## config.mk

```make
export PLATFORM = sky130hd
export DESIGN_NAME = nand_boot_copier
export DESIGN_NICKNAME = d
export VERILOG_FILES = /design/src/rtl/nbc_pkg.sv /design/src/rtl/boot_strap_latch.sv /design/src/rtl/boot_vector_sel.sv /design/src/rtl/boot_copy_seq.sv /design/src/rtl/nand_boot_copier.sv
export SDC_FILE = /design/constraint.sdc
export NUM_CORES = 1
export LEC_CHECK = 0
export BUFFER_PORTS_ARGS = -buffer_cell sky130_fd_sc_hd__buf_2
export CORE_ASPECT_RATIO = 1.4
export CORE_MARGIN = 2
export CORE_UTILIZATION = 39
export DETAILED_ROUTE_END_ITERATION = 6
export GPL_TIMING_DRIVEN = 0
export PLACE_DENSITY = 0.77
export SLEW_MARGIN = 5
export SYNTH_ARGS = -nofsm -noshare
export SYNTH_HDL_FRONTEND = slang
export SYNTH_HIERARCHICAL = 1
export SYNTH_SLANG_ARGS = --single-unit
```

## constraint.sdc

```tcl
create_clock -name clk -period 2 [get_ports clk]
set_clock_uncertainty 0.2 [all_clocks]
set_input_delay 0.3 -clock clk [delete_from_list [all_inputs] [get_ports clk]]
set_output_delay 0.3 -clock clk [all_outputs]
set_load 0.03 [all_outputs]
```

## src/rtl/nbc_pkg.sv

```systemverilog
// Package: shared state encoding and fixed boot addresses for the block copier.
package nbc_pkg;
    typedef enum logic [1:0] {
        SEQ_DECIDE = 2'd0,
        SEQ_READ   = 2'd1,
        SEQ_WRITE  = 2'd2,
        SEQ_DONE   = 2'd3
    } seq_state_t;

    localparam logic [31:0] VEC_UNCACHED_FLASH = 32'hBFC0_0000;
    localparam logic [31:0] VEC_CACHED_SDRAM   = 32'h8000_0000;
    localparam logic [31:0] PHYS_FLASH_BASE    = 32'h1FC0_0000;
    localparam logic [31:0] PHYS_SDRAM_BASE    = 32'h0000_0000;
endpackage

```

## src/rtl/boot_strap_latch.sv

```systemverilog
// Module: boot_strap_latch
// Captures the boot mode strap on every reset cycle and freezes it once reset
// is released. Assumes the strap is already synchronous to clk.
module boot_strap_latch (
    input  logic clk,
    input  logic rst_n,
    input  logic strap_in,
    output logic nand_mode
);
    // Track the strap while in reset; hold it afterwards.
    always_ff @(posedge clk) begin
        if (!rst_n) nand_mode <= strap_in;
    end

    // mode never changes while out of reset
    assert_strap_frozen_R8: assert property (@(posedge clk) disable iff (!rst_n)
        $past(rst_n) |-> $stable(nand_mode));
endmodule

```

## src/rtl/boot_vector_sel.sv

```systemverilog
// Module: boot_vector_sel
// Chooses the first-fetch virtual address from the latched boot mode.
// Assumes the mode input is stable outside reset.
module boot_vector_sel #(
    parameter int          ADDR_W   = 32,
    parameter logic [31:0] VEC_NOR  = 32'hBFC0_0000,
    parameter logic [31:0] VEC_NAND = 32'h8000_0000
) (
    input  logic              nand_mode,
    output logic [ADDR_W-1:0] vector
);
    // Pick the cached SDRAM entry after a copy, uncached flash otherwise.
    always_comb begin
        vector = nand_mode ? ADDR_W'(VEC_NAND) : ADDR_W'(VEC_NOR);
    end
endmodule

```

## src/rtl/boot_copy_seq.sv

```systemverilog
// Module: boot_copy_seq
// Word-by-word copy sequencer. After reset it either finishes at once (direct
// mode) or reads WORDS words from flash and writes each to SDRAM before the
// next read. Assumes one-cycle acknowledge pulses that arrive only while the
// matching request is high.
module boot_copy_seq
    import nbc_pkg::*;
#(
    parameter int          ADDR_W     = 32,
    parameter int          DATA_W     = 32,
    parameter int          WORDS      = 4096,
    parameter logic [31:0] FLASH_BASE = 32'h1FC0_0000,
    parameter logic [31:0] SDRAM_BASE = 32'h0000_0000
) (
    input  logic              clk,
    input  logic              rst_n,
    input  logic              nand_mode,
    output logic              rd_req,
    output logic [ADDR_W-1:0] rd_addr,
    input  logic              rd_ack,
    input  logic [DATA_W-1:0] rd_data,
    output logic              wr_req,
    output logic [ADDR_W-1:0] wr_addr,
    output logic [DATA_W-1:0] wr_data,
    input  logic              wr_ack,
    output logic              hold,
    output logic              done
);
    localparam int CNT_W    = (WORDS > 1) ? $clog2(WORDS) : 1;
    localparam int BYTE_SH  = $clog2(DATA_W / 8);
    localparam logic [ADDR_W-1:0] SD_LIMIT = ADDR_W'(SDRAM_BASE) + ADDR_W'(WORDS << BYTE_SH);

    seq_state_t        state_q;
    logic [CNT_W-1:0]  idx_q;
    logic [DATA_W-1:0] buf_q;
    logic              last_word;
    logic [ADDR_W-1:0] offset;

    assign last_word = (idx_q == CNT_W'(WORDS - 1));

    // Sequence state, word index and the word in flight.
    always_ff @(posedge clk) begin
        if (!rst_n) begin
            state_q <= SEQ_DECIDE;
            idx_q   <= '0;
            buf_q   <= '0;
        end else begin
            case (state_q)
                SEQ_DECIDE: begin
                    idx_q   <= '0;
                    state_q <= nand_mode ? SEQ_READ : SEQ_DONE;
                end
                SEQ_READ: if (rd_ack) begin
                    buf_q   <= rd_data;
                    state_q <= SEQ_WRITE;
                end
                SEQ_WRITE: if (wr_ack) begin
                    if (last_word) begin
                        state_q <= SEQ_DONE;
                    end else begin
                        idx_q   <= idx_q + 1'b1;
                        state_q <= SEQ_READ;
                    end
                end
                default: state_q <= state_q;
            endcase
        end
    end

    // Port requests, addresses and status decoded from the state.
    always_comb begin
        offset  = ADDR_W'(idx_q) << BYTE_SH;
        rd_req  = (state_q == SEQ_READ);
        wr_req  = (state_q == SEQ_WRITE);
        rd_addr = ADDR_W'(FLASH_BASE) + offset;
        wr_addr = ADDR_W'(SDRAM_BASE) + offset;
        wr_data = buf_q;
        hold    = (state_q != SEQ_DONE);
        done    = (state_q == SEQ_DONE);
    end

    // read request and address held until acknowledged
    assert_read_held_R5: assert property (@(posedge clk) disable iff (!rst_n)
        rd_req && !rd_ack |=> rd_req && $stable(rd_addr));
    // write request, address and data held until acknowledged
    assert_write_held_R5: assert property (@(posedge clk) disable iff (!rst_n)
        wr_req && !wr_ack |=> wr_req && $stable(wr_addr) && $stable(wr_data));
    // a write starts only after a read acknowledge
    assert_write_after_read_R4: assert property (@(posedge clk) disable iff (!rst_n)
        $rose(wr_req) |-> $past(rd_ack));
    // a read starts only after a write acknowledge or at sequence start
    assert_read_after_write_R4: assert property (@(posedge clk) disable iff (!rst_n)
        $rose(rd_req) |-> $past(wr_ack) || $past(state_q == SEQ_DECIDE));
    // never both requests at once
    assert_one_port_R4: assert property (@(posedge clk) disable iff (!rst_n)
        !(rd_req && wr_req));
    // writes aligned and inside the copy window
    assert_sdram_window_R3: assert property (@(posedge clk) disable iff (!rst_n)
        wr_req |-> (wr_addr < SD_LIMIT) && (wr_addr[BYTE_SH-1:0] == '0));
    // hold falls only on a write acknowledge or straight from the decision
    assert_hold_release_R6: assert property (@(posedge clk) disable iff (!rst_n)
        $fell(hold) |-> $past(wr_ack) || $past(state_q == SEQ_DECIDE));
    // done is sticky until reset
    assert_done_sticky_R11: assert property (@(posedge clk) disable iff (!rst_n)
        done |=> done && !hold);
endmodule

```

## src/rtl/nand_boot_copier.sv

```systemverilog
// Module: nand_boot_copier (top)
// Boot-mode selection and boot-block copy. Latches the strap, runs the copy
// sequencer and drives the processor hold and reset vector. Assumes both
// memory ports acknowledge with single-cycle pulses.
module nand_boot_copier
    import nbc_pkg::*;
#(
    parameter int          ADDR_W     = 32,
    parameter int          DATA_W     = 32,
    parameter int          COPY_BYTES = 16384,
    parameter logic [31:0] FLASH_BASE = PHYS_FLASH_BASE,
    parameter logic [31:0] SDRAM_BASE = PHYS_SDRAM_BASE,
    parameter logic [31:0] VEC_NOR    = VEC_UNCACHED_FLASH,
    parameter logic [31:0] VEC_NAND   = VEC_CACHED_SDRAM
) (
    input  logic              clk,
    input  logic              rst_n,
    input  logic              boot_nand_strap,
    output logic              fl_rd_req,
    output logic [ADDR_W-1:0] fl_rd_addr,
    input  logic              fl_rd_ack,
    input  logic [DATA_W-1:0] fl_rd_data,
    output logic              sd_wr_req,
    output logic [ADDR_W-1:0] sd_wr_addr,
    output logic [DATA_W-1:0] sd_wr_data,
    input  logic              sd_wr_ack,
    output logic              cpu_hold,
    output logic [ADDR_W-1:0] reset_vector,
    output logic              copy_done
);
    localparam int WORDS = COPY_BYTES / (DATA_W / 8);

    logic nand_mode;

    boot_strap_latch u_strap (
        .clk       (clk),
        .rst_n     (rst_n),
        .strap_in  (boot_nand_strap),
        .nand_mode (nand_mode)
    );

    boot_copy_seq #(
        .ADDR_W     (ADDR_W),
        .DATA_W     (DATA_W),
        .WORDS      (WORDS),
        .FLASH_BASE (FLASH_BASE),
        .SDRAM_BASE (SDRAM_BASE)
    ) u_seq (
        .clk       (clk),
        .rst_n     (rst_n),
        .nand_mode (nand_mode),
        .rd_req    (fl_rd_req),
        .rd_addr   (fl_rd_addr),
        .rd_ack    (fl_rd_ack),
        .rd_data   (fl_rd_data),
        .wr_req    (sd_wr_req),
        .wr_addr   (sd_wr_addr),
        .wr_data   (sd_wr_data),
        .wr_ack    (sd_wr_ack),
        .hold      (cpu_hold),
        .done      (copy_done)
    );

    boot_vector_sel #(
        .ADDR_W   (ADDR_W),
        .VEC_NOR  (VEC_NOR),
        .VEC_NAND (VEC_NAND)
    ) u_vec (
        .nand_mode (nand_mode),
        .vector    (reset_vector)
    );

    // direct mode keeps both memory ports idle
    assert_direct_idle_R1: assert property (@(posedge clk) disable iff (!rst_n)
        !nand_mode |-> !fl_rd_req && !sd_wr_req);
    // vector stable while the processor runs
    assert_vector_stable_R10: assert property (@(posedge clk) disable iff (!rst_n)
        !cpu_hold && $past(!cpu_hold) |-> $stable(reset_vector));
    // finished copy leaves the cached SDRAM vector
    assert_copy_vector_R7: assert property (@(posedge clk) disable iff (!rst_n)
        copy_done && fl_rd_addr != ADDR_W'(FLASH_BASE) |-> reset_vector == ADDR_W'(VEC_NAND));
endmodule

```

=== After elaboration in Yosys (flattened, before gate mapping) ===
Index checks and enable logic that the tools add are counted.

* Register bits: 47
* Latch bits: 0
* RAM bits: 0
* Memory bits (read-only): 0
* Input bits: 37
* Logic and storage cells: 29
* Memories: 0

* $add $sub $neg: 2
* Multipliers: 0
* Divide/modulo/power cells: 0
* Order comparisons: 0
* Equality and inequality tests: 8
* Shift-type cells: 0
* Multiplexer cells: 9
* Bitwise gates (word level): 0
* Reductions and logical operators: 6

{| class="wikitable"
|+ Operators with widths
! kind !! count
|-
| 29-bit by 14-bit adder with 30-bit output, first input constant || 1
|-
| 30-bit two-way mux || 1
|-
| 12-bit two-way mux || 2
|-
| 12-bit one-hot mux with 2 select lines || 1
|-
| 12-bit by 1-bit adder with 12-bit output, second input constant || 1
|-
| 12-bit == test, second input constant || 1
|-
| 2-bit two-way mux || 4
|-
| 2-bit one-hot mux with 3 select lines || 1
|-
| 3-bit AND reduction || 2
|-
| 2-bit == test, second input constant || 2
|-
| 2-bit by 1-bit != test with 1-bit output, second input constant || 2
|-
| 2-bit != test, second input constant || 2
|-
| 3-bit nonzero test || 1
|-
| 2-bit by 1-bit == test with 1-bit output, second input constant || 1
|-
| 2-bit logical NOT || 1
|-
| 2-bit AND reduction || 1
|-
| 2-bit nonzero test || 1
|}

=== Longest topological paths before layout ===
* Depth in word-level cells: 4
* Gate-level depth with buffers: 8

=== Modules after synthesis ===
The synthesis kept the hierarchy.

{| class="wikitable"
|+ By module, submodules not included
! module !! times used !! cells each !! area each (um2) !! sequential area each (um2)
|-
| boot_copy_seq || 1 || 298 || 2416.1 || 920.9
|-
| boot_vector_sel || 1 || 34 || 244.0 || 0.0
|-
| boot_strap_latch || 1 || 2 || 33.8 || 30.0
|}

=== Least setup slack after synthesis ===
No wires, ideal clock.

* Path kind: register -> register
* Start point: register u_seq.state_q[0]
* End point: register u_seq.idx_q[7]
* Library setup time: 0.070 ns
* Arrival time: 1.900 ns
* Required time: 1.730 ns
* Setup slack: -0.170 ns
* Cell stages (with the launch flop): 8
* Buffers on the path: 1
* Cells stage by stage: dfxtp_1 -> inv_1 -> ha_1 -> buf_6 -> mux2_4 -> o311ai_2 -> or4_1 -> a21oi_1

* Word-level cells in the longest chain between the ends: 3
* Elaborated cells on any way between the ends: 7

{| class="wikitable"
|+ RTL lines
! what !! line !! text
|-
| from (decl) || boot_copy_seq.sv:33 || <nowiki>seq_state_t state_q;</nowiki>
|-
| from (signal assigned) || boot_copy_seq.sv:51 || <nowiki>state_q <= nand_mode ? SEQ_READ : SEQ_DONE;</nowiki>
|-
| from (signal assigned) || boot_copy_seq.sv:65 || <nowiki>default: state_q <= state_q;</nowiki>
|-
| 2-bit == test (*) || - ||
|-
| via sd_wr_req || nand_boot_copier.sv:23 || <nowiki>output logic sd_wr_req,</nowiki>
|-
| 2-bit != test (no source line) (tied with other cells) || - ||
|-
| 3-bit AND reduction (no source line) || - ||
|-
| to (signal assigned) || boot_copy_seq.sv:61 || <nowiki>idx_q <= idx_q + 1'b1;</nowiki>
|-
| to (decl) || boot_copy_seq.sv:34 || <nowiki>logic [CNT_W-1:0] idx_q;</nowiki>
|}

Mark *: on every way through the listed nets, which the timed path passes. The rest lies on a longest branch.
A chain may end at the register's enable or synchronous reset.

=== Worst setup path after layout ===
* Start point: register u_seq.state_q[0]
* End point: register u_seq.idx_q[9]

* Word-level cells in the longest chain between the ends: 3
* Elaborated cells on any way between the ends: 7

{| class="wikitable"
|+ RTL lines
! what !! line !! text
|-
| 2-bit == test or 2-bit logical NOT (tied branches) || boot_copy_seq.sv:48 || <nowiki>case (state_q)</nowiki>
|-
| 2-bit != test (no source line) (tied with other cells) || - ||
|-
| 3-bit AND reduction (no source line) || - ||
|}

Several ways; a longest one is shown, not always the timed one.

==> out/qor.yml <==
cp_cell_sequence: "inv_2, ha_4, clkinvlp_4, or4_4, a32oi_1, o21ai_1"
root_buffer: "clkbuf_8"
core_um2: 6656
period_minus_slack_ps: 1943
outcome: "finished clean"
ys_ff_latch: 47
drcViolationCount: 0
drtIter0Drc: 150
synth_enable_flop_cells: 1
grt_pass1_vias: 2306
dieArea_um2: 7597
final_hold_viol_count: 0
fin_crit_sh_pct: 97.16
synth_area_um2: 2694
design_area_um2: 3799
setup_viol: 0
p_leak_uw: 0.001993
cts_buffer_depth: 2
layout.nets: 554
powerDensity_nw_per_um2: 883.2
p_int_uw: 2010
die_h_um: 102.3
rr_worst_depth: 6
cp_max_fo: 5
p_sw_share_pct: 40.10
synth_top_cell_by_area: "dfxtp_1"
clk_latency_ps: 290
path_clk_slew_ps: 90
r2r-start: "u_seq/state_q[0]$_SDFFE_PN0P_"
wirelength_um: 6713
net-switching-power_uw: 1345
drv_slew: 0
critPathSlowestCell: "or4_4"
seqPwrFrac_pct: 33.6
synth_top_area_share_pct: 34.18
synthToLayoutAreaGrowth_pct: 41.01
grt_overflow_total: 0
placed_area_um2: 3573
worstSetupStartpoint: "u_seq/state_q[0]$_SDFFE_PN0P_"
yosys_warnings: 6
grt_max_degree: 15
power.share.clock_pct: 21.5
arrival_ps: 1930
dr_total_vias: 2589
grt_pass1_wl_um: 10200
synthTopCellsByArea: "dfxtp_1 34%, buf_4 23%, nand2_1 10%"
p_comb_share_pct: 44.9
fin_cells: 604
fp.dieW_um: 74.24
placed_cells: 590
pin_count: 169
hold_path_class: "in2reg"
fin_setup_tns_ps: 0
htree_levels: 2
grt_use_total_pct: 16.87
r2r_slack_ps: 60
worstSetupPathType: "reg2reg"
dr.pass1.iters: 4
antenna_found_initial: 0
dp_hpwl_um: 5131
avgSynthCellArea_um2: 8.065
cts_sinks: 47
cp-endpoint: "u_seq/idx_q[9]$_SDFFE_PN0P_"
r2r-end: "u_seq/idx_q[9]$_SDFFE_PN0P_"
rows: 35
cap_violations: 0
numCtsBuffers: 5
max_freq_mhz: 514.6
max_stage_delay_ps: 570
startpoint_type: "flip-flop"
final_common_cell: "buf_2"
initial_core_util_pct: 40.47
seq_area_frac_synth_pct: 35.30
antenna_cells: 0
final_cell_mix: "104 x buf_2, 89 x buf_4, 74 x nand2_1"
synthFlopType: "dfxtp_1"
async_reset_ff_share_pct: 0
place.gp.congestion: 0.8531
final_core_util_pct: 57.07
drive_above_1_share_pct: 44.14
ys_types: 40
cts_tree: "done"
port_buffers: 104
wl_per_cell_um: 11.11
ant_nets: 0
vias_per_cell: 4.286
synthCells: 334
peakVddDrop_v: 0.0006332
endpoint_kind: "flip-flop"
required_ps: 1990
## worst min path at each step
stage	startpoint	slack, ps	cells past startpoint	end
4_1_cts	fl_rd_data[15]	20	3	u_seq/wr_data[15]$_SDFFE_PN0P_
6_report	fl_rd_data[15]	40	3	u_seq/wr_data[15]$_SDFFE_PN0P_
5_1_grt	fl_rd_data[21]	20	3	u_seq/wr_data[21]$_SDFFE_PN0P_
2_1_floorplan	boot_nand_strap	200	0	u_strap/nand_mode$_DFFE_PN_
3_3_place_gp	u_seq/wr_data[14]$_SDFFE_PN0P_	240	2	u_seq/wr_data[14]$_SDFFE_PN0P_
3_5_place_dp	u_seq/wr_data[13]$_SDFFE_PN0P_	240	2	u_seq/wr_data[13]$_SDFFE_PN0P_
## per-layer routing
layer / GRT usage [%] / vias up / wire length [um]
li1: - / 1313 / -
met2: 31.46 / 124 / 3601
met4: 6.593 / 0 / 91
met3: 3.353 / 8 / 513
met5: 0 / - / 0
met1: 18.30 / 1144 / 2506
## worst max-delay path, delay by kind of cell (launching register included)
| kind | cells | cell delay [ps] |
|---|---|---|
| AO/OA/AOI/OAI | 2 | 300 |
| adder cells (fa/ha/maj) | 1 | 180 |
| AND/OR/NAND/NOR | 1 | 570 |
| flip-flops | 1 | 350 |
| buffers and inverters | 2 | 250 |
## layout make-up
| class | count | area [um^2] |
|---|---|---|
| clock buffers | 6 | 82.58 |
| well taps | 92 | 115.1 |
| flip-flops and latches | 47 | 963.4 |
| fillers | 639 | 2858 |
| multi-input cells | 238 | 1265 |
| plain buffers | 96 | 713.2 |
| clock inverters | 2 | 35.03 |
| repair buffers | 111 | 575.6 |
| inverters | 12 | 48.80 |
## power groups by stage
| stage | Combinational (uW) | Sequential [uW] | Clock [uW] |
|---|---|---|---|
| 2_1_floorplan | 916 | 1320 | 0 |
| 3_3_place_gp | 1360 | 1140 | 0 |
| 3_5_place_dp | 1390 | 1150 | 0 |
| 4_1_cts | 1480 | 1130 | 744 |
| 5_1_grt | 1640 | 1140 | 783 |
| 6_report | 1510 | 1130 | 720 |
## cells by family (layout without fill, tap and decap cells)
| logic type | after synthesis | in the layout | share of synthesized area, % |
|---|---|---|---|
| other cells | 4 | 64 | 0.5572 |
| compound gates | 61 | 61 | 13.84 |
| mux | 1 | 1 | 0.5572 |
| flops | 47 | 47 | 35.30 |
| fa+ha+maj | 6 | 6 | 2.787 |
| simple gates | 106 | 106 | 18.90 |
| buf+inv | 109 | 227 | 28.05 |
## metrics by stage
step	hold WS [ps]	worst slack, ps	power [uW]
2_1_floorplan	198.9	2.972	2238
3_5_place_dp	244.2	-60.98	2537
6_report	37.21	56.80	3355
5_1_grt	24.29	-16.53	3569
3_3_place_gp	239.0	-41.45	2502
4_1_cts	24.82	6.066	3352
## cells in the mapped netlist (all sizes together) (2+ instances only)
cell,number
nand3,7
buf,85
nand4,4
conb,4
inv,12
dfxtp,46
a32oi,2
nor2,3
o311ai,2
clkbuf,12
a21oi,41
or4,9
ha,6
nand2,74
and4,2
o21ai,8
## registers in the layout (all words and copies together), names as in the netlist
register           count
u_strap/nand_mode      1
u_seq/wr_data         32
u_seq/state_q          2
u_seq/idx_q           12
## timing repair
action                                 in CTS  in global routing
resized for setup                           9                 16
endpoints found under the hold margin       1                  0
setup buffers                               5                  1
pin swaps                                   3                  2
setup endpoints to repair                  13                 36
hold buffers                                1                  0
Power figures use the tool's default switching activity.
